[src/rtl/mdio_c45_pkg.sv]
package mdio_c45_pkg;
  localparam int FRAME_BITS = 64;
  localparam int PRE_BITS   = 32;
  localparam int ADR_W      = 5;
  localparam int DATA_W     = 16;
  localparam int TA_POS     = PRE_BITS + 4 + 2 * ADR_W;  // first turnaround bit
  localparam int IDX_W      = $clog2(FRAME_BITS);
  localparam int DIV_C0     = 256;
  localparam int DIV_C1     = 64;
  localparam int DIV_C2     = 32;
  localparam int DIV_C3     = 8;
  localparam int CNT_W      = $clog2(DIV_C0 / 2);

  localparam logic [3:0] OFF_MGMT = 4'h0;
  localparam logic [3:0] OFF_RADR = 4'h8;
  localparam logic [3:0] OFF_CFG  = 4'hC;

  typedef enum logic [1:0] {PH_IDLE, PH_ADDR, PH_DATA} phase_e;

  function automatic logic [CNT_W-1:0] half_of(input logic [1:0] sel);
    case (sel)
      2'd0:    half_of = CNT_W'(DIV_C0 / 2);
      2'd1:    half_of = CNT_W'(DIV_C1 / 2);
      2'd2:    half_of = CNT_W'(DIV_C2 / 2);
      default: half_of = CNT_W'(DIV_C3 / 2);
    endcase
  endfunction

  function automatic logic [FRAME_BITS-1:0] build_frame(
      input logic [1:0] op, input logic [ADR_W-1:0] prt,
      input logic [ADR_W-1:0] dev, input logic [DATA_W-1:0] pay);
    build_frame = {{PRE_BITS{1'b1}}, 2'b00, op, prt, dev, 2'b10, pay};
  endfunction
endpackage

[src/rtl/mdio_clk_div.sv]
module mdio_clk_div
  import mdio_c45_pkg::*;
(
  input  logic       clk_i,
  input  logic       rst_ni,
  input  logic       en_i,
  input  logic [1:0] sel_i,
  output logic       mdc_o,
  output logic       rise_o,
  output logic       fall_o
);
  logic [CNT_W-1:0] cnt_q;
  logic             mdc_q;
  logic             tick;

  // >= so a ratio change mid-flight cannot skip the terminal count
  assign tick   = en_i && (cnt_q >= half_of(sel_i) - CNT_W'(1));
  assign rise_o = tick && !mdc_q;
  assign fall_o = tick && mdc_q;
  assign mdc_o  = mdc_q;

  always_ff @(posedge clk_i or negedge rst_ni) begin
    if (!rst_ni) begin
      cnt_q <= '0;
      mdc_q <= 1'b0;
    end else if (!en_i) begin
      cnt_q <= '0;
      mdc_q <= 1'b0;
    end else if (tick) begin
      cnt_q <= '0;
      mdc_q <= ~mdc_q;
    end else begin
      cnt_q <= cnt_q + CNT_W'(1);
    end
  end


  mdc_min_high_chk: assert property (@(posedge clk_i) disable iff (!rst_ni)
    $rose(mdc_q) |=> $stable(mdc_q));
endmodule

[src/rtl/mdio_frame_engine.sv]
module mdio_frame_engine
  import mdio_c45_pkg::*;
(
  input  logic              clk_i,
  input  logic              rst_ni,
  input  logic              start_i,
  input  logic              rd_i,
  input  logic [ADR_W-1:0]  prt_i,
  input  logic [ADR_W-1:0]  dev_i,
  input  logic [DATA_W-1:0] regad_i,
  input  logic [DATA_W-1:0] wdata_i,
  input  logic              rise_i,
  input  logic              fall_i,
  input  logic              mdio_i,
  output logic              busy_o,
  output logic              mdio_o,
  output logic              mdio_oe_o,
  output logic              done_o,
  output logic [DATA_W-1:0] rdata_o,
  output logic              ta_ok_o
);
  phase_e                  phase_q;
  logic [FRAME_BITS-1:0]   sh_q;
  logic [IDX_W-1:0]        idx_q;
  logic [DATA_W-1:0]       rsh_q, wd_q;
  logic [ADR_W-1:0]        prt_q, dev_q;
  logic                    rd_q, ta_q, done_q;
  logic                    released;

  assign released  = (phase_q == PH_DATA) && rd_q && (idx_q >= IDX_W'(TA_POS));
  assign busy_o    = (phase_q != PH_IDLE);
  assign mdio_o    = busy_o ? sh_q[FRAME_BITS-1] : 1'b1;
  assign mdio_oe_o = !released;
  assign done_o    = done_q;
  assign rdata_o   = rsh_q;
  assign ta_ok_o   = ta_q;

  always_ff @(posedge clk_i or negedge rst_ni) begin
    if (!rst_ni) begin
      phase_q <= PH_IDLE;
      sh_q    <= '0;
      idx_q   <= '0;
      rsh_q   <= '0;
      wd_q    <= '0;
      prt_q   <= '0;
      dev_q   <= '0;
      rd_q    <= 1'b0;
      ta_q    <= 1'b0;
      done_q  <= 1'b0;
    end else begin
      done_q <= 1'b0;
      if (start_i && phase_q == PH_IDLE) begin
        phase_q <= PH_ADDR;
        sh_q    <= build_frame(2'b00, prt_i, dev_i, regad_i);
        idx_q   <= '0;
        prt_q   <= prt_i;
        dev_q   <= dev_i;
        rd_q    <= rd_i;
        wd_q    <= wdata_i;
        ta_q    <= 1'b0;
      end else if (fall_i && busy_o) begin
        if (idx_q == IDX_W'(FRAME_BITS - 1)) begin
          idx_q <= '0;
          if (phase_q == PH_ADDR) begin
            phase_q <= PH_DATA;
            sh_q    <= build_frame(rd_q ? 2'b11 : 2'b01, prt_q, dev_q,
                                   rd_q ? '1 : wd_q);
          end else begin
            phase_q <= PH_IDLE;
            done_q  <= 1'b1;
          end
        end else begin
          idx_q <= idx_q + IDX_W'(1);
          sh_q  <= {sh_q[FRAME_BITS-2:0], 1'b1};
        end
      end else if (rise_i && released) begin
        if (idx_q == IDX_W'(TA_POS + 1)) ta_q <= !mdio_i;
        else if (idx_q > IDX_W'(TA_POS + 1)) rsh_q <= {rsh_q[DATA_W-2:0], mdio_i};
      end
    end
  end


  busy_ends_in_data_chk: assert property (@(posedge clk_i) disable iff (!rst_ni)
    $fell(busy_o) |-> $past(phase_q) == PH_DATA);

  release_only_read_chk: assert property (@(posedge clk_i) disable iff (!rst_ni)
    (rise_i && !mdio_oe_o) |-> rd_q);
endmodule

[src/rtl/mdio_c45_master.sv]
module mdio_c45_master
  import mdio_c45_pkg::*;
#(
  parameter int AW = 4
) (
  input  logic          clk_i,
  input  logic          rst_ni,
  input  logic          reg_we_i,
  input  logic [AW-1:0] reg_addr_i,
  input  logic [31:0]   reg_wdata_i,
  output logic [31:0]   reg_rdata_o,
  output logic          mdc_o,
  output logic          mdio_o,
  output logic          mdio_oe_o,
  input  logic          mdio_i
);
  logic [DATA_W-1:0] data_q, regad_q, eng_rdata;
  logic [ADR_W-1:0]  prt_q, dev_q;
  logic [2:0]        op_q;
  logic              valid_q;
  logic [31:0]       cfg_q;
  logic              busy, start, mgmt_wr, done, ta_ok, rise, fall, rd_new;
  logic              unused_hi;

  assign mgmt_wr   = reg_we_i && (reg_addr_i == AW'(OFF_MGMT));
  assign start     = mgmt_wr && !busy;
  assign rd_new    = (reg_wdata_i[28:26] == 3'b111);
  assign unused_hi = ^reg_wdata_i[31:29];

  always_ff @(posedge clk_i or negedge rst_ni) begin
    if (!rst_ni) begin
      data_q  <= '0;
      regad_q <= '0;
      prt_q   <= '0;
      dev_q   <= '0;
      op_q    <= '0;
      valid_q <= 1'b0;
      cfg_q   <= '0;
    end else begin
      if (start) begin
        data_q  <= reg_wdata_i[15:0];
        prt_q   <= reg_wdata_i[20:16];
        dev_q   <= reg_wdata_i[25:21];
        op_q    <= reg_wdata_i[28:26];
        valid_q <= 1'b0;
      end else if (done && op_q == 3'b111) begin
        data_q  <= eng_rdata;
        valid_q <= ta_ok;
      end
      if (reg_we_i && reg_addr_i == AW'(OFF_RADR)) regad_q <= reg_wdata_i[15:0];
      if (reg_we_i && reg_addr_i == AW'(OFF_CFG))  cfg_q   <= reg_wdata_i;
    end
  end

  always_comb begin
    case (reg_addr_i)
      AW'(OFF_MGMT): reg_rdata_o = {1'b0, busy, valid_q, op_q, dev_q, prt_q, data_q};
      AW'(OFF_RADR): reg_rdata_o = {16'h0, regad_q};
      AW'(OFF_CFG):  reg_rdata_o = cfg_q;
      default:       reg_rdata_o = '0;
    endcase
  end

  mdio_clk_div u_div (
    .clk_i (clk_i), .rst_ni(rst_ni), .en_i(busy), .sel_i(cfg_q[1:0]),
    .mdc_o (mdc_o), .rise_o(rise), .fall_o(fall)
  );

  mdio_frame_engine u_eng (
    .clk_i  (clk_i), .rst_ni(rst_ni), .start_i(start), .rd_i(rd_new),
    .prt_i  (reg_wdata_i[20:16]), .dev_i(reg_wdata_i[25:21]),
    .regad_i(regad_q), .wdata_i(reg_wdata_i[15:0]),
    .rise_i (rise), .fall_i(fall), .mdio_i(mdio_i),
    .busy_o (busy), .mdio_o(mdio_o), .mdio_oe_o(mdio_oe_o),
    .done_o (done), .rdata_o(eng_rdata), .ta_ok_o(ta_ok)
  );


  idle_pins_chk: assert property (@(posedge clk_i) disable iff (!rst_ni)
    !busy |-> (!mdc_o && mdio_oe_o && mdio_o));

  busy_write_ignored_chk: assert property (@(posedge clk_i) disable iff (!rst_ni)
    (busy && mgmt_wr) |=> ($stable(prt_q) && $stable(op_q) && $stable(dev_q)));

  valid_low_busy_chk: assert property (@(posedge clk_i) disable iff (!rst_ni)
    busy |-> !valid_q);
endmodule

[config.mk]
export PLATFORM = sky130hd
export DESIGN_NAME = mdio_c45_master
export DESIGN_NICKNAME = d
export VERILOG_FILES = /design/src/rtl/mdio_c45_pkg.sv /design/src/rtl/mdio_clk_div.sv /design/src/rtl/mdio_frame_engine.sv /design/src/rtl/mdio_c45_master.sv
export SDC_FILE = /design/constraint.sdc
export NUM_CORES = 1
export LEC_CHECK = 0
export BUFFER_PORTS_ARGS = -buffer_cell sky130_fd_sc_hd__buf_2
export CAP_MARGIN = 25
export CORE_UTILIZATION = 54
export DETAILED_ROUTE_END_ITERATION = 10
export GPL_TIMING_DRIVEN = 1
export PLACE_DENSITY = 0.84
export SYNTH_ARGS = -nofsm -noshare
export SYNTH_HDL_FRONTEND = slang
export SYNTH_HIERARCHICAL = 1
export SYNTH_SLANG_ARGS = --single-unit
[constraint.sdc]
create_clock -name clk_i -period 3.25 [get_ports clk_i]
set_clock_uncertainty 0.1 [all_clocks]
set_input_delay 0.1625 -clock clk_i [delete_from_list [all_inputs] [get_ports clk_i]]
set_output_delay 0.1625 -clock clk_i [all_outputs]
set_load 0.03 [all_outputs]
==> results.cfg <==
[run_status]
status = finished, final reports clean

[die]
die-area_um2 = 17300
core_area_um2 = 16100
num_rows = 46
io_pins = 75
die_y_um = 132
start_util_pct = 56.2
die_w_um = 132

[worst_setup_path]
critPathMaxStageDelay_ps = 420
startpoint_type = flip-flop
timing.critical_path.buf_inv = 1
crit_end = u_eng/rdata_o[7]$_DFFE_PN0P_
cp_top_family = simple AND/OR/NAND/NOR gates
worstSetupPathDepth = 11
r2r_start = cfg_q[0]$_DFFE_PN0P_
crit_start = cfg_q[0]$_DFFE_PN0P_
crit_fanout = 16
path_class = flip-flop to flip-flop
critPathSlowestCell = dfrtp_1
r2r_slack_ps = 130
worst-endpoint-arrival_ps = 3410
cp_cell_sequence = or2_2 -> ha_1 -> a21o_1 -> a221oi_2 -> nand2_1 -> and3_2 -> o21ai_4 -> nand2_2 -> nor2_2 -> buf_12 -> mux2_2
r2r_end = u_eng/rdata_o[7]$_DFFE_PN0P_
crit_required_ps = 3540
reg2regPathDepth = 11
cp-end-kind = flip-flop

[min_path]
hold_path_class = primary input to flip-flop

[power]
leakagePower_uw = 0.00530
p_sw_share_pct = 30.3
p_int_uw = 5490
power_density_nw_per_um2 = 724
comb_power_share_pct = 23.1
p_sw_uw = 2380
p_clk_share_pct = 31.7
max-vdd-ir-drop_uv = 408
p_seq_share_pct = 45.2

[synthesis]
netlist_area_um2 = 9060
synthFlopType = dfrtp_1
ys_top_cells_by_area = dfrtp_1, mux2_2, nand2_1
yosysTopAreaCellShare_pct = 56.1
synth_cells = 776
synth_top_cell_by_area = dfrtp_1
synth_edf_count = 0
yosysSeqAreaShare_pct = 56.1
synth_area_per_cell_um2 = 11.7
ys_types = 60
synthArstFlopShare_pct = 100
ys_ff_latch = 203
ys_warn_count = 6
synth_fp_nets = 822

[detailed_routing]
wl_per_cell_um = 19.2
via_per_inst = 5.92
drc_errors = 0
firstDrtPassIters = 7
wl_mm = 21.6
vias = 6636
drtIter0Drc = 545
antenna_left = 0

[timing]
hold_viol = 0
timing.final.crit_share_pct = 96.0
rsz0062_at_grt = false
slew_headroom_pct = 50.3
worst_slack_ps = 129
finalSetupViolations = 0
drv_slew = 0
setup_tns_ps = 0
worst_slew_pin_slew_ps = 746
fmax_mhz = 320
fin_crit_ps = 3120

[clock_network]
htree_num_levels = 1
numCtsBuffers = 22
clock_path_buffers = 3
cts_tree = done
clock_latency_ps = 500
root_buffer = clkbuf_16
clock_sinks = 203
path_clk_slew_ps = 60

[placement]
place_congestion = 0.822
dp_cells = 1042
numPortBuffers = 74
dpl_worst_slack_ps = -25.8
hpwl_mm = 12.8

[layout]
mostFrequentLayoutCells = dfrtp_1, nand2_1, mux2_2, buf_2, nor2_1
syn2layout_area_growth_pct = 20.0
final_common_cell = dfrtp_1
drive_above_1_share_pct = 30.8
fin_util_pct = 67.5
final_cells = 1121
nets = 935
num_antenna_cells = 0
num-fill-cells = 1105

[grt]
grt_pass1_wl_mm = 35.4
antenna_found_initial = 0
grt_start_max_net_pins = 92
grt-ovfl-total = 0
first_global_vias = 6952
grtUsageTotal_pct = 25.1

[run]
cap_violations = 0
-- power groups by stage --
stage	clock, µW	sequential (µW)	combinational [µW]
3_5_place_dp	0	3580	1720
2_1_floorplan	0	3460	1320
4_1_cts	2520	3540	1790
3_3_place_gp	0	3540	1650
5_1_grt	2640	3630	1990
6_report	2500	3560	1820
-- synthesized netlist by cell type (all sizes together) (3+ instances only) --
library cell / n
a21oi: 44
a22o: 20
a22oi: 16
a31oi: 16
and2: 3
and3: 7
buf: 26
clkbuf: 25
dfrtp: 203
ha: 6
inv: 3
mux2: 110
mux2i: 11
nand2: 126
nand3: 12
nor2: 44
nor4: 3
o21ai: 23
o22a: 33
o22ai: 10
xor2: 5
-- sequential cells by signal (all words and copies together), names as in the netlist --
signal         count
data_q            16
prt_q              5
u_eng/sh_q        64
u_div/mdc_o        1
u_eng/dev_q        5
u_eng/phase_q      2
cfg_q             32
op_q               3
u_eng/ta_ok_o      1
u_eng/wd_q        16
valid_q            1
u_eng/rdata_o     16
u_eng/rd_q         1
u_eng/done_o       1
u_eng/prt_q        5
u_eng/idx_q        6
u_div/cnt_q        7
dev_q              5
regad_q           16
-- worst min-delay path by stage --
stage                     depth (start not counted)      from              endpoint
final                                             5  reg_we_i   valid_q$_DFFE_PN0P_
after global routing                              5  reg_we_i   valid_q$_DFFE_PN0P_
after CTS                                         5  reg_we_i   valid_q$_DFFE_PN0P_
after detailed placement                          1    rst_ni  dev_q[1]$_DFFE_PN0P_
after global placement                            1    rst_ni  dev_q[1]$_DFFE_PN0P_
after floorplan                                   0    rst_ni  cfg_q[0]$_DFFE_PN0P_
-- per-layer routing --
metal	routed length (µm)	vias to the layer above	global-route usage, %
met4	413	0	7.36
li1	-	3010	-
met2	10900	255	43.4
met5	0	-	0
met1	8990	3327	32.9
met3	1230	44	3.59
-- cell type report --
type | instances | area, µm² | share of cell area [%]
sequential | 203 | 5080 | 46.7
clock inverter | 12 | 133 | 1.22
multi-input combinational | 519 | 3770 | 34.6
inverter | 3 | 11.3 | 0.104
timing repair buffer | 140 | 1010 | 9.29
clock buffer | 28 | 603 | 5.55
tap | 216 | 270 | 2.49
-- kinds of logic (layout without fill, tap and decap cells) --
kind of cell	count (synthesis)	after routing	share of synthesized area (%)
and+or+nand+nor	210	210	10.4
muxes	121	121	14.9
adders and majority gates	6	6	0.829
DFF	203	203	56.1
AOI/OAI and AO/OA	176	176	14.1
buffers and inverters	54	183	3.04
xor gates and xnor gates	6	6	0.580
-- through the flow --
step           total power (µW)  instance area (µm²)  hold slack [ps]
3_5_place_dp               5300                 9730              179
6_report                   7870                10900              174
5_1_grt                    8260                10900              188
2_1_floorplan              4780                 9060             -233
4_1_cts                    7850                10800              169
3_3_place_gp               5190                 9730              176
-- worst register-to-register path: cells and delay by family, from the launching register on --
family	cells	cell delay, ps
AOI/OAI and AO/OA	3	660
adders and majority gates	1	310
buffers and inverters	1	190
DFF	1	420
muxes	1	370
and+or+nand+nor	5	970
-- repair_timing --
action	4_1_cts	5_1_grt
hold buffers	34	0
pin swaps	0	2
endpoints found under the setup margin	17	59
resized for setup	2	5
buffers inserted	0	5
endpoints found under the hold margin	204	0
(Power assumes the default switching activity.)
